File: src/rtl/i2c_rs_pkg.sv
package i2c_rs_pkg;
  typedef enum logic [2:0] {
    ST_IDLE,
    ST_ADDR,
    ST_ADDR_ACK,
    ST_WR_BYTE,
    ST_WR_ACK,
    ST_RD_BYTE,
    ST_RD_ACK,
    ST_IGNORE
  } slv_state_e;
endpackage

File: src/rtl/i2c_rs_sync.sv
module i2c_rs_sync #(
  parameter int LINES  = 2,
  parameter int STAGES = 2
) (
  input  logic             clk,
  input  logic             rst_n,
  input  logic [LINES-1:0] async_i,
  output logic [LINES-1:0] sync_o,
  output logic [LINES-1:0] prev_o
);
  logic [LINES-1:0] chain_q [STAGES];

  genvar s;
  generate
    for (s = 0; s < STAGES; s++) begin : g_stage
      if (s == 0) begin : g_first
        always_ff @(posedge clk or negedge rst_n)
          if (!rst_n) chain_q[s] <= '1;
          else        chain_q[s] <= async_i;
      end else begin : g_rest
        always_ff @(posedge clk or negedge rst_n)
          if (!rst_n) chain_q[s] <= '1;
          else        chain_q[s] <= chain_q[s-1];
      end
    end
  endgenerate

  always_ff @(posedge clk or negedge rst_n)
    if (!rst_n) prev_o <= '1;
    else        prev_o <= chain_q[STAGES-1];

  assign sync_o = chain_q[STAGES-1];
endmodule

File: src/rtl/i2c_rs_cond.sv
module i2c_rs_cond (
  input  logic scl_s,
  input  logic scl_p,
  input  logic sda_s,
  input  logic sda_p,
  output logic start_o,
  output logic stop_o,
  output logic rise_o,
  output logic fall_o
);
  logic scl_held_hi;
  assign scl_held_hi = scl_s & scl_p;
  assign start_o = scl_held_hi & sda_p & ~sda_s;
  assign stop_o  = scl_held_hi & ~sda_p & sda_s;
  assign rise_o  = scl_s & ~scl_p;
  assign fall_o  = ~scl_s & scl_p;
endmodule

File: src/rtl/i2c_rs_regfile.sv
module i2c_rs_regfile #(
  parameter int DEPTH  = 16,
  parameter int DATA_W = 8,
  localparam int AW    = $clog2(DEPTH)
) (
  input  logic              clk,
  input  logic              rst_n,
  input  logic              we_i,
  input  logic [AW-1:0]     waddr_i,
  input  logic [DATA_W-1:0] wdata_i,
  input  logic [AW-1:0]     raddr_i,
  output logic [DATA_W-1:0] rdata_o
);
  logic [DATA_W-1:0] mem_q [DEPTH];

  genvar e;
  generate
    for (e = 0; e < DEPTH; e++) begin : g_entry
      always_ff @(posedge clk or negedge rst_n)
        if (!rst_n)                               mem_q[e] <= '0;
        else if (we_i && (waddr_i == AW'(e)))     mem_q[e] <= wdata_i;
    end
  endgenerate

  assign rdata_o = mem_q[raddr_i];

  AST_WRITE_LANDS: assert property (@(posedge clk) disable iff (!rst_n)
    we_i |=> (mem_q[$past(waddr_i)] == $past(wdata_i)));
endmodule

File: src/rtl/i2c_rs_engine.sv
module i2c_rs_engine
  import i2c_rs_pkg::*;
#(
  parameter int          ADDR_W   = 7,
  parameter int          DATA_W   = 8,
  parameter int          DEPTH    = 16,
  parameter logic [6:0]  DEV_ADDR = 7'h4C,
  localparam int         PTR_W    = $clog2(DEPTH),
  localparam int         CNT_W    = $clog2(DATA_W + 1)
) (
  input  logic              clk,
  input  logic              rst_n,
  input  logic              scl_lvl,
  input  logic              sda_lvl,
  input  logic              start_det,
  input  logic              stop_det,
  input  logic              scl_rise,
  input  logic              scl_fall,
  input  logic [DATA_W-1:0] rd_data,
  output logic [PTR_W-1:0]  ptr_o,
  output logic              reg_we,
  output logic [DATA_W-1:0] reg_wdata,
  output logic              pull_o
);
  localparam logic [CNT_W-1:0] LAST_BIT = CNT_W'(DATA_W - 1);
  localparam logic [CNT_W-1:0] FULL     = CNT_W'(DATA_W);

  slv_state_e        state_q, state_d;
  logic [CNT_W-1:0]  cnt_q, cnt_d;
  logic [DATA_W-1:0] sh_q, sh_d;
  logic [PTR_W-1:0]  ptr_q, ptr_d;
  logic              first_q, first_d;
  logic              rw_q, rw_d;
  logic              acked_q, acked_d;
  logic              oe_q, oe_d;

  always_comb begin
    state_d = state_q;
    cnt_d   = cnt_q;
    sh_d    = sh_q;
    ptr_d   = ptr_q;
    first_d = first_q;
    rw_d    = rw_q;
    acked_d = acked_q;
    oe_d    = oe_q;
    reg_we  = 1'b0;
    if (stop_det) begin
      state_d = ST_IDLE;
      oe_d    = 1'b0;
    end else if (start_det) begin
      state_d = ST_ADDR;
      cnt_d   = '0;
      oe_d    = 1'b0;
    end else begin
      unique case (state_q)
        ST_ADDR: begin
          if (scl_rise) begin
            sh_d  = {sh_q[DATA_W-2:0], sda_lvl};
            cnt_d = cnt_q + 1'b1;
          end else if (scl_fall && cnt_q == FULL) begin
            if (sh_q[DATA_W-1 -: ADDR_W] == DEV_ADDR) begin
              state_d = ST_ADDR_ACK;
              rw_d    = sh_q[0];
              oe_d    = 1'b1;
            end else begin
              state_d = ST_IGNORE;
            end
          end
        end
        ST_ADDR_ACK: begin
          if (scl_fall) begin
            cnt_d = '0;
            if (rw_q) begin
              state_d = ST_RD_BYTE;
              sh_d    = rd_data;
              ptr_d   = ptr_q + 1'b1;
              oe_d    = ~rd_data[DATA_W-1];
            end else begin
              state_d = ST_WR_BYTE;
              first_d = 1'b1;
              oe_d    = 1'b0;
            end
          end
        end
        ST_WR_BYTE: begin
          if (scl_rise) begin
            sh_d  = {sh_q[DATA_W-2:0], sda_lvl};
            cnt_d = cnt_q + 1'b1;
          end else if (scl_fall && cnt_q == FULL) begin
            state_d = ST_WR_ACK;
            oe_d    = 1'b1;
            if (first_q) begin
              ptr_d   = sh_q[PTR_W-1:0];
              first_d = 1'b0;
            end else begin
              reg_we = 1'b1;
              ptr_d  = ptr_q + 1'b1;
            end
          end
        end
        ST_WR_ACK: begin
          if (scl_fall) begin
            state_d = ST_WR_BYTE;
            cnt_d   = '0;
            oe_d    = 1'b0;
          end
        end
        ST_RD_BYTE: begin
          if (scl_fall) begin
            if (cnt_q == LAST_BIT) begin
              state_d = ST_RD_ACK;
              oe_d    = 1'b0;
            end else begin
              sh_d  = {sh_q[DATA_W-2:0], 1'b0};
              cnt_d = cnt_q + 1'b1;
              oe_d  = ~sh_q[DATA_W-2];
            end
          end
        end
        ST_RD_ACK: begin
          if (scl_rise) begin
            acked_d = ~sda_lvl;
          end else if (scl_fall) begin
            if (acked_q) begin
              state_d = ST_RD_BYTE;
              cnt_d   = '0;
              sh_d    = rd_data;
              ptr_d   = ptr_q + 1'b1;
              oe_d    = ~rd_data[DATA_W-1];
            end else begin
              state_d = ST_IDLE;
              oe_d    = 1'b0;
            end
          end
        end
        default: ;
      endcase
    end
  end

  always_ff @(posedge clk or negedge rst_n) begin
    if (!rst_n) begin
      state_q <= ST_IDLE;
      cnt_q   <= '0;
      sh_q    <= '0;
      ptr_q   <= '0;
      first_q <= 1'b0;
      rw_q    <= 1'b0;
      acked_q <= 1'b0;
      oe_q    <= 1'b0;
    end else begin
      state_q <= state_d;
      cnt_q   <= cnt_d;
      sh_q    <= sh_d;
      ptr_q   <= ptr_d;
      first_q <= first_d;
      rw_q    <= rw_d;
      acked_q <= acked_d;
      oe_q    <= oe_d;
    end
  end

  assign ptr_o     = ptr_q;
  assign reg_wdata = sh_q;
  assign pull_o    = oe_q;

  AST_STOP_TO_IDLE: assert property (@(posedge clk) disable iff (!rst_n)
    stop_det |=> (state_q == ST_IDLE && !oe_q));
  AST_START_RESTARTS: assert property (@(posedge clk) disable iff (!rst_n)
    (start_det && !stop_det) |=> (state_q == ST_ADDR && cnt_q == '0));
  AST_IGNORE_SILENT: assert property (@(posedge clk) disable iff (!rst_n)
    (state_q == ST_IGNORE) |-> !oe_q);
  AST_WRITE_WITH_ACK: assert property (@(posedge clk) disable iff (!rst_n)
    reg_we |=> oe_q);
  AST_PTR_WRAP: assert property (@(posedge clk) disable iff (!rst_n)
    (reg_we && ptr_q == '1) |=> (ptr_q == '0));
  AST_MASTER_ACK_FREE: assert property (@(posedge clk) disable iff (!rst_n)
    (state_q == ST_RD_ACK) |-> !oe_q);
  AST_PULL_SCL_LOW: assert property (@(posedge clk) disable iff (!rst_n)
    !$stable(oe_q) |-> !scl_lvl);
endmodule

File: src/rtl/i2c_regbank_slave.sv
module i2c_regbank_slave #(
  parameter int         ADDR_W      = 7,
  parameter int         DATA_W      = 8,
  parameter int         DEPTH       = 16,
  parameter int         SYNC_STAGES = 2,
  parameter logic [6:0] DEV_ADDR    = 7'h4C
) (
  input  logic clk,
  input  logic rst_n,
  input  logic scl_i,
  input  logic sda_i,
  output logic sda_pull_o
);
  localparam int PTR_W = $clog2(DEPTH);

  logic [1:0] line_s, line_p;
  logic start_w, stop_w, rise_w, fall_w;
  logic [PTR_W-1:0]  ptr_w;
  logic              we_w;
  logic [DATA_W-1:0] wdata_w, rdata_w;

  i2c_rs_sync #(.LINES(2), .STAGES(SYNC_STAGES)) u_sync (
    .clk     (clk),
    .rst_n   (rst_n),
    .async_i ({scl_i, sda_i}),
    .sync_o  (line_s),
    .prev_o  (line_p)
  );

  i2c_rs_cond u_cond (
    .scl_s   (line_s[1]),
    .scl_p   (line_p[1]),
    .sda_s   (line_s[0]),
    .sda_p   (line_p[0]),
    .start_o (start_w),
    .stop_o  (stop_w),
    .rise_o  (rise_w),
    .fall_o  (fall_w)
  );

  i2c_rs_engine #(
    .ADDR_W(ADDR_W), .DATA_W(DATA_W), .DEPTH(DEPTH), .DEV_ADDR(DEV_ADDR)
  ) u_engine (
    .clk       (clk),
    .rst_n     (rst_n),
    .scl_lvl   (line_s[1]),
    .sda_lvl   (line_s[0]),
    .start_det (start_w),
    .stop_det  (stop_w),
    .scl_rise  (rise_w),
    .scl_fall  (fall_w),
    .rd_data   (rdata_w),
    .ptr_o     (ptr_w),
    .reg_we    (we_w),
    .reg_wdata (wdata_w),
    .pull_o    (sda_pull_o)
  );

  i2c_rs_regfile #(.DEPTH(DEPTH), .DATA_W(DATA_W)) u_regs (
    .clk     (clk),
    .rst_n   (rst_n),
    .we_i    (we_w),
    .waddr_i (ptr_w),
    .wdata_i (wdata_w),
    .raddr_i (ptr_w),
    .rdata_o (rdata_w)
  );

  AST_RESET_RELEASED: assert property (@(posedge clk)
    !rst_n |=> !sda_pull_o);
endmodule

File: config.mk
export PLATFORM = sky130hd
export DESIGN_NAME = i2c_regbank_slave
export DESIGN_NICKNAME = d
export VERILOG_FILES = /design/src/rtl/i2c_rs_pkg.sv /design/src/rtl/i2c_rs_sync.sv /design/src/rtl/i2c_rs_cond.sv /design/src/rtl/i2c_rs_regfile.sv /design/src/rtl/i2c_rs_engine.sv /design/src/rtl/i2c_regbank_slave.sv
export SDC_FILE = /design/constraint.sdc
export NUM_CORES = 1
export LEC_CHECK = 0
export BUFFER_PORTS_ARGS = -buffer_cell sky130_fd_sc_hd__buf_2
export CORE_AREA = 2 2 117 119
export CTS_CLUSTER_DIAMETER = 40
export DETAILED_ROUTE_END_ITERATION = 10
export DIE_AREA = 0 0 119 121
export GPL_TIMING_DRIVEN = 1
export PLACE_DENSITY = 0.86
export SYNTH_ARGS = -nofsm -noshare
export SYNTH_HDL_FRONTEND = slang
export SYNTH_SLANG_ARGS = --single-unit
File: constraint.sdc
create_clock -name clk -period 3.1 [get_ports clk]
set_input_delay 0.31 -clock clk [delete_from_list [all_inputs] [get_ports clk]]
set_output_delay 0.31 -clock clk [all_outputs]
set_load 0.01 [all_outputs]
==> flow_metrics.env, run 1 <==
export IMPL_rows=42
export IMPL_wl_mm=17.4
export IMPL_grt_use_total_pct=26.6
export IMPL_finalHoldViolations=0
export IMPL_fin_nets=584
export IMPL_tns_ps=0
export IMPL_vdd_ir_drop_max_uv=481
export IMPL_drive_gt1_share_pct=42.2
export IMPL_maxSlewHeadroom_pct=46.1
export IMPL_maxCapViolCount=0
export IMPL_worstMarginPinSlew_ps=799
export IMPL_antenna_found_initial=0
export IMPL_critPathRequiredTime_ps=3410
export IMPL_vias_per_cell=6.47
export IMPL_ys_types=50
export IMPL_wl_per_cell_um=23.0
export IMPL_finalClockSkew_ps=8.82
export IMPL_start_kind="register"
export IMPL_cts_tree="done"
export IMPL_overflow=0
export IMPL_hold_path_class="register to register"
export IMPL_synth_cells=570
export IMPL_hpwl_mm=11.6
export IMPL_num_antenna_cells=0
export IMPL_fmax_mhz=363
export IMPL_root_buffer="clkbuf_16"
export IMPL_cp_end_kind="register"
export IMPL_io_buffers=4
export IMPL_ctsLongestPathBuffers=2
export IMPL_drc=0
export IMPL_yosys_area_share_simple_pct=7.89
export IMPL_dr_pass1_iters=5
export IMPL_syn_nets=585
export IMPL_gr_usage_met1_pct=33.5
export IMPL_cts_buffers=17
export IMPL_async_flop_share_pct=100
export IMPL_regArea_um2=3940
export IMPL_syn_area_per_cell_um2=13.6
export IMPL_synth_top_family_by_area="multiplexers"
export IMPL_rsz0062_at_grt="false"
export IMPL_synth_xor_area_share_pct=0.113
export IMPL_post_route_period_util_pct=88.8
export IMPL_synth_compound_area_share_pct=6.10
export IMPL_synthFlopType="dfrtp_1"
export IMPL_setup_violations=0
export IMPL_grt_pass1_vias=5293
export IMPL_criticalPathCategory="register to register"
export IMPL_slew_viol_final=0
export IMPL_cts_htree_levels=4
export IMPL_p_leak_nw=3.89
export IMPL_cts_resized_gates=0
export IMPL_n_fill_cell=905
export IMPL_gp_congestion=0.892
export IMPL_syn2layout_area_growth_pct=9.97
export IMPL_p_per_area_nw_per_um2=794
export IMPL_worstPathMaxFanout=15
export IMPL_cts_sinks=157
export IMPL_die_x_um=119
export IMPL_die_h_um=121
export IMPL_die_area_um2=14400
export IMPL_initial_core_util_pct=59.1
export IMPL_core_area_um2=13100
export IMPL_grt_use_met3_pct=6.34
export IMPL_ys_ff_latch=157
export IMPL_multi_input_area_um2=3600
export IMPL_yosys_warnings=0
export IMPL_seq_area_frac_synth_pct=50.9
export IMPL_synthAdderAreaFrac_pct=1.78
export IMPL_clkTransAtPathRegs_ps=60
export IMPL_syn_area_um2=7730
export IMPL_synth_edf_count=0
export IMPL_via_count=4895
export IMPL_synthMuxAreaShare_pct=30.8
export IMPL_status="complete, no violations"
export IMPL_drtIter0Drc=363
export IMPL_busiest_layer="met2"
export IMPL_arrival_ps=3070
export IMPL_ant_nets=0
export IMPL_pin_count=5
export IMPL_use_met2_pct=43.5
export IMPL_insertion_delay_ps=430
export IMPL_whs_ps=356
export IMPL_grt_pass1_wl_mm=28.7
export IMPL_period_needed_ps=2750
export IMPL_grt_max_degree=78
[routing by layer]
metal  wire length (um)  vias up
met1               7290     2570
met3                859       43
met4                603        0
met5                  0        -
li1                   -     2124
met2               8640      158
[synth_stat cells, types with 2 or more instances]
library cell	n	area [um2]
nand3_1	9	45.0
a21oi_1	7	35.0
nor2b_1	5	31.3
mux4_2	32	721
o41ai_1	3	26.3
a31oi_1	3	18.8
o21ai_0	17	85.1
a32o_1	2	20.0
nor2_2	16	100
ha_1	11	138
buf_1	9	33.8
nand3b_1	4	30.0
nand4b_1	5	43.8
and2_1	2	12.5
buf_2	8	40.0
a22oi_1	2	15.0
inv_1	9	33.8
mux2_2	140	1580
nor3_1	12	60.1
or3_1	3	18.8
o311ai_0	2	17.5
dfrtp_1	151	3780
nand2_1	23	86.3
o22ai_1	8	50.1
or2_2	3	18.8
nand2b_1	9	56.3
dfstp_2	6	158
o221ai_1	2	17.5
a221oi_1	2	17.5
o22a_1	2	17.5
clkbuf_1	17	63.8
o211ai_1	6	45.0
o31ai_1	4	30.0
mux2i_1	8	80.1
nor2_1	10	37.5
o32a_1	2	20.0
nor4_1	2	12.5
buf_4	2	15.0
[cell families (layout without fill, tap and decap cells)]
group / after synthesis / count (layout)
buffers and inverters: 45 / 56
DFF: 157 / 157
AOI/OAI and AO/OA: 68 / 68
adders and majority gates: 11 / 11
and+or+nand+nor: 108 / 108
muxes: 180 / 180
xor gates and xnor gates: 1 / 1
[state kept, by name, summed over array words and instances, names as in the netlist]
| name | cells |
|---|---|
| u_engine.rw_q | 1 |
| u_engine.cnt_q | 4 |
| u_engine.acked_q | 1 |
| u_sync.sync_o | 2 |
| u_sync.chain_q | 2 |
| u_engine.first_q | 1 |
| u_sync.prev_o | 2 |
| u_engine.state_q | 3 |
| u_engine.reg_wdata | 8 |
| u_regs.mem_q | 128 |
| u_engine.ptr_o | 4 |
| u_engine.pull_o | 1 |
[per-stage QoR]
step	area [um2]	total power [mW]	setup WS, ps	cells	utilization, %
after CTS	8500	6.74	411	757	64.9
after global routing	8500	7.09	200	757	64.9
after global placement	7900	4.64	474	723	60.4
after detailed placement	7900	4.71	428	723	60.4
final	8500	6.75	348	757	64.9
after floorplan	7730	4.10	967	570	-
[timing repair]
action	in CTS	in global routing
setup buffers	0	0
hold buffers	3	0
hold endpoints to repair	71	0
[path summary, 6_finish.rpt]
kind	from	endpoint	slack (ps)	depth (start not counted)
min in group asynchronous	rst_n	u_engine.state_q[1]	460	2
hold / removal	u_sync.chain_q[3]	u_sync.sync_o[1]	360	0
setup / recovery	u_engine.state_q[1]	u_engine.reg_wdata[2]	350	6
hold reg to reg	u_sync.chain_q[3]	u_sync.sync_o[1]	360	0
setup reg to reg	u_engine.state_q[1]	u_engine.reg_wdata[2]	350	6
max in group asynchronous	rst_n	u_regs.mem_q[27]	1840	3
[worst max-delay path: stages (launching register included)]
cell and delay, ps:
dfrtp_1 450, inv_1 110, ha_1 420, nand2b_1 590
o211ai_1 180, a21oi_2 470, mux2_2 400
[power by group]
part / leakage (nW) / switching, mW / total [mW] / internal [mW]
logic: 1.48 / 1.22 / 2.08 / 0.868
registers: 2.13 / 0.461 / 2.65 / 2.19
clock network: 0.271 / 0.859 / 2.01 / 1.15
total: 3.89 / 2.54 / 6.75 / 4.21
[layout make-up]
type,count,share of cell area (%)
Inverter,9,0.398
Clock inverter,11,1.28
Multi-Input combinational cell,368,42.4
Clock buffer,20,5.37
Timing Repair Buffer,16,1.60
Tap cell,176,2.59
Sequential cell,157,46.3
[layout by cell type (no fill, tap or decap), drive strengths merged, types with 4 or more instances in the layout]
master  instances
nand4b          5
inv            13
o31ai           4
dfstp           6
buf            13
mux2i           8
a21oi           8
o21ai          17
nor3           12
nand2b         10
o211ai          6
nor2           26
dfrtp         151
nand3b          4
ha             11
o22ai           8
nand3           9
nand2          23
mux4           32
nor2b           5
clkbuf         20
mux2          140
Power figures use the tool's default switching activity.
==> run 2: changes to the inputs <==
--- a/config.mk
+++ b/config.mk
@@ -11,7 +11,9 @@
 export DETAILED_ROUTE_END_ITERATION = 10
 export DIE_AREA = 0 0 119 121
 export GPL_TIMING_DRIVEN = 1
-export PLACE_DENSITY = 0.86
+export HOLD_SLACK_MARGIN = 0.05
+export PLACE_DENSITY = 0.85
 export SYNTH_ARGS = -nofsm -noshare
 export SYNTH_HDL_FRONTEND = slang
+export SYNTH_HIERARCHICAL = 1
 export SYNTH_SLANG_ARGS = --single-unit
==> constraint.sdc (replaced) <==
create_clock -name clk -period 3.5 [get_ports clk]
set_input_delay 0.35 -clock clk [delete_from_list [all_inputs] [get_ports clk]]
set_output_delay 0.35 -clock clk [all_outputs]
set_load 0.01 [all_outputs]
==> flow_metrics.env, run 2 <==
export IMPL_vdd_ir_drop_max_uv=348
export IMPL_largest_register_ffs=128
export IMPL_ctsLongestPathBuffers=2
export IMPL_n_fill_cell=880
export IMPL_tns_ps=0
export IMPL_switching_share_pct=30.3
export IMPL_hpwl_mm=10.1
export IMPL_rsz0062_at_grt="false"
export IMPL_via_count=4759
export IMPL_critPathRequiredTime_ps=3810
export IMPL_worstMarginPinSlew_ps=906
export IMPL_p_leak_nw=3.88
export IMPL_postLayoutCoreUtil_pct=64.0
export IMPL_clock_power_share_pct=36.1
export IMPL_grt_max_degree=101
export IMPL_hold_path_class="primary input to async pin"
export IMPL_io_buffers=4
export IMPL_final_cell_mix="150 x dfrtp_1, 144 x mux2_2, 32 x mux4_2"
export IMPL_start_kind="register"
export IMPL_sequentialPowerShare_pct=45.0
export IMPL_syn_area_um2=7670
export IMPL_drc=0
export IMPL_gp_congestion=0.846
export IMPL_cts_sinks=157
export IMPL_dpl_cell_area_um2=7780
export IMPL_synth_area_leaders="dfrtp_1 49%, mux2_2 21%, mux4_2 9.4%, dfstp_2 2.1%, a22oi_1 1.7%"
export IMPL_period_needed_ps=3280
export IMPL_cts_buffers=17
export IMPL_setup_violations=0
export IMPL_ys_types=57
export IMPL_cp_end_kind="register"
export IMPL_slew_viol_final=0
export IMPL_yosys_warnings=6
export IMPL_dr_pass1_iters=4
export IMPL_fin_cells=735
export IMPL_overflow=0
export IMPL_p_comb_share_pct=19.0
export IMPL_drtIter0Drc=521
export IMPL_fin_nets=554
export IMPL_seq_area_frac_synth_pct=51.3
export IMPL_synthFlopType="dfrtp_1"
export IMPL_arrival_ps=3590
export IMPL_core_area_um2=13100
export IMPL_insertion_delay_ps=430
export IMPL_p_per_area_nw_per_um2=574
export IMPL_wl_mm=16.2
export IMPL_finalHoldViolations=0
export IMPL_finalClockSkew_ps=7.52
export IMPL_yosys_area_top_type="dfrtp_1"
export IMPL_antenna_found_initial=0
export IMPL_internal_power_mw=3.35
export IMPL_post_route_period_util_pct=93.8
export IMPL_final_common_cell="dfrtp_1"
export IMPL_post_synth_top_count_cell="dfrtp_1"
export IMPL_async_flop_share_pct=100
export IMPL_design_area_um2=8370
export IMPL_power_total_mw=4.80
export IMPL_die_area_um2=14400
export IMPL_ant_nets=0
export IMPL_synthDominantCellAreaShare_pct=49.3
export IMPL_switchingPower_mw=1.46
export IMPL_fmax_mhz=305
export IMPL_use_met2_pct=38.9
export IMPL_syn2layout_area_growth_pct=9.10
export IMPL_clkTransAtPathRegs_ps=60
export IMPL_grt_use_total_pct=24.2
export IMPL_syn_area_per_cell_um2=13.9
export IMPL_drive_gt1_share_pct=43.8
export IMPL_busiest_layer="met2"
export IMPL_place_inst=702
export IMPL_die_h_um=121
export IMPL_cts_htree_levels=4
export IMPL_grt_pass1_vias=4933
export IMPL_num_antenna_cells=0
export IMPL_synth_edf_count=0
export IMPL_cts_tree="done"
export IMPL_grt_pass1_wl_mm=26.5
export IMPL_pin_count=5
export IMPL_regMostFlops="u_regs/mem_q"
export IMPL_grt_use_met3_pct=6.02
export IMPL_criticalPathCategory="register to register"
export IMPL_synth_cells=550
export IMPL_die_x_um=119
export IMPL_root_buffer="clkbuf_16"
export IMPL_yosys_top_cells_count="151 x dfrtp_1, 144 x mux2_2, 32 x mux4_2, 18 x nor2_1, 17 x a22oi_1"
export IMPL_vias_per_cell=6.47
export IMPL_maxCapViolCount=0
export IMPL_worstPathMaxFanout=8
export IMPL_cts_setup_buffers=0
export IMPL_rows=42
export IMPL_initial_core_util_pct=58.6
export IMPL_maxSlewHeadroom_pct=39.6
export IMPL_syn_nets=557
export IMPL_ys_ff_latch=157
export IMPL_wl_per_cell_um=22.0
export IMPL_status="complete, no violations"
export IMPL_gr_usage_met1_pct=31.8
-- run 2: metal layers --
metal  share of wire [%]  routed length [um]
met3                 5.6                 900
met2                  50                8080
met1                  42                6740
met5                   0                   0
met4                 2.9                 473
-- run 2: kinds of logic after synthesis --
| group | after synthesis | synth area share, % |
|---|---|---|
| adders and majority gates | 3 | 0.489 |
| DFF | 157 | 51.3 |
| AOI/OAI and AO/OA | 59 | 5.53 |
| muxes | 181 | 31.2 |
| buffers and inverters | 45 | 3.47 |
| and+or+nand+nor | 105 | 7.99 |
-- run 2: final cells by class --
cell class | instances | area (um2) | share of cell area [%]
Clock buffer | 25 | 495 | 5.92
Clock inverter | 6 | 60.1 | 0.718
Inverter | 9 | 33.8 | 0.404
Multi-Input combinational cell | 348 | 3480 | 41.6
Sequential cell | 157 | 3940 | 47.1
Tap cell | 176 | 220 | 2.63
Timing Repair Buffer | 14 | 144 | 1.72
-- run 2: timing repair --
action,4_1_cts,5_1_grt
resized for setup,0,2
endpoints found under the hold margin,2,0
hold buffers,2,0
setup endpoints to repair,0,50
-- run 2: path summary, 6_finish.rpt --
path | cells past startpoint | slack (ps) | startpoint | to
min in group clk | 0 | 360 | u_sync/chain_q[3] | u_sync/sync_o[1]
max | 7 | 220 | u_sync/sync_o[0] | u_regs/mem_q[88]
min reg2reg | 0 | 360 | u_sync/chain_q[3] | u_sync/sync_o[1]
max in group asynchronous | 2 | 2640 | rst_n | u_regs/mem_q[15]
max reg2reg | 7 | 220 | u_sync/sync_o[0] | u_regs/mem_q[88]
min | 1 | 2 | rst_n | u_engine/state_q[0]
-- run 2: through the flow --
step	setup WS (ps)	hold slack, ps
2_1_floorplan	421	54.4
3_3_place_gp	250	349
3_5_place_dp	143	348
4_1_cts	126	63.8
5_1_grt	107	92.1
6_report	217	1.61
-- run 2: power groups by stage --
stage                     sequential [mW]  combinational, mW  clock, mW
after global routing                 2.18              0.989       1.84
after floorplan                      2.03              0.787          0
after CTS                            2.15              0.904       1.76
final                                2.16              0.910       1.73
after global placement               2.17              0.860          0
after detailed placement             2.18              0.894          0
-- run 2: critical path, cell delays in order (launching register included) --
cell	delay, ps
dfstp_2	550
and4b_1	290
or2_1	350
or3_1	430
nor3_2	340
nand3b_1	260
or3_1	580
mux2_2	350
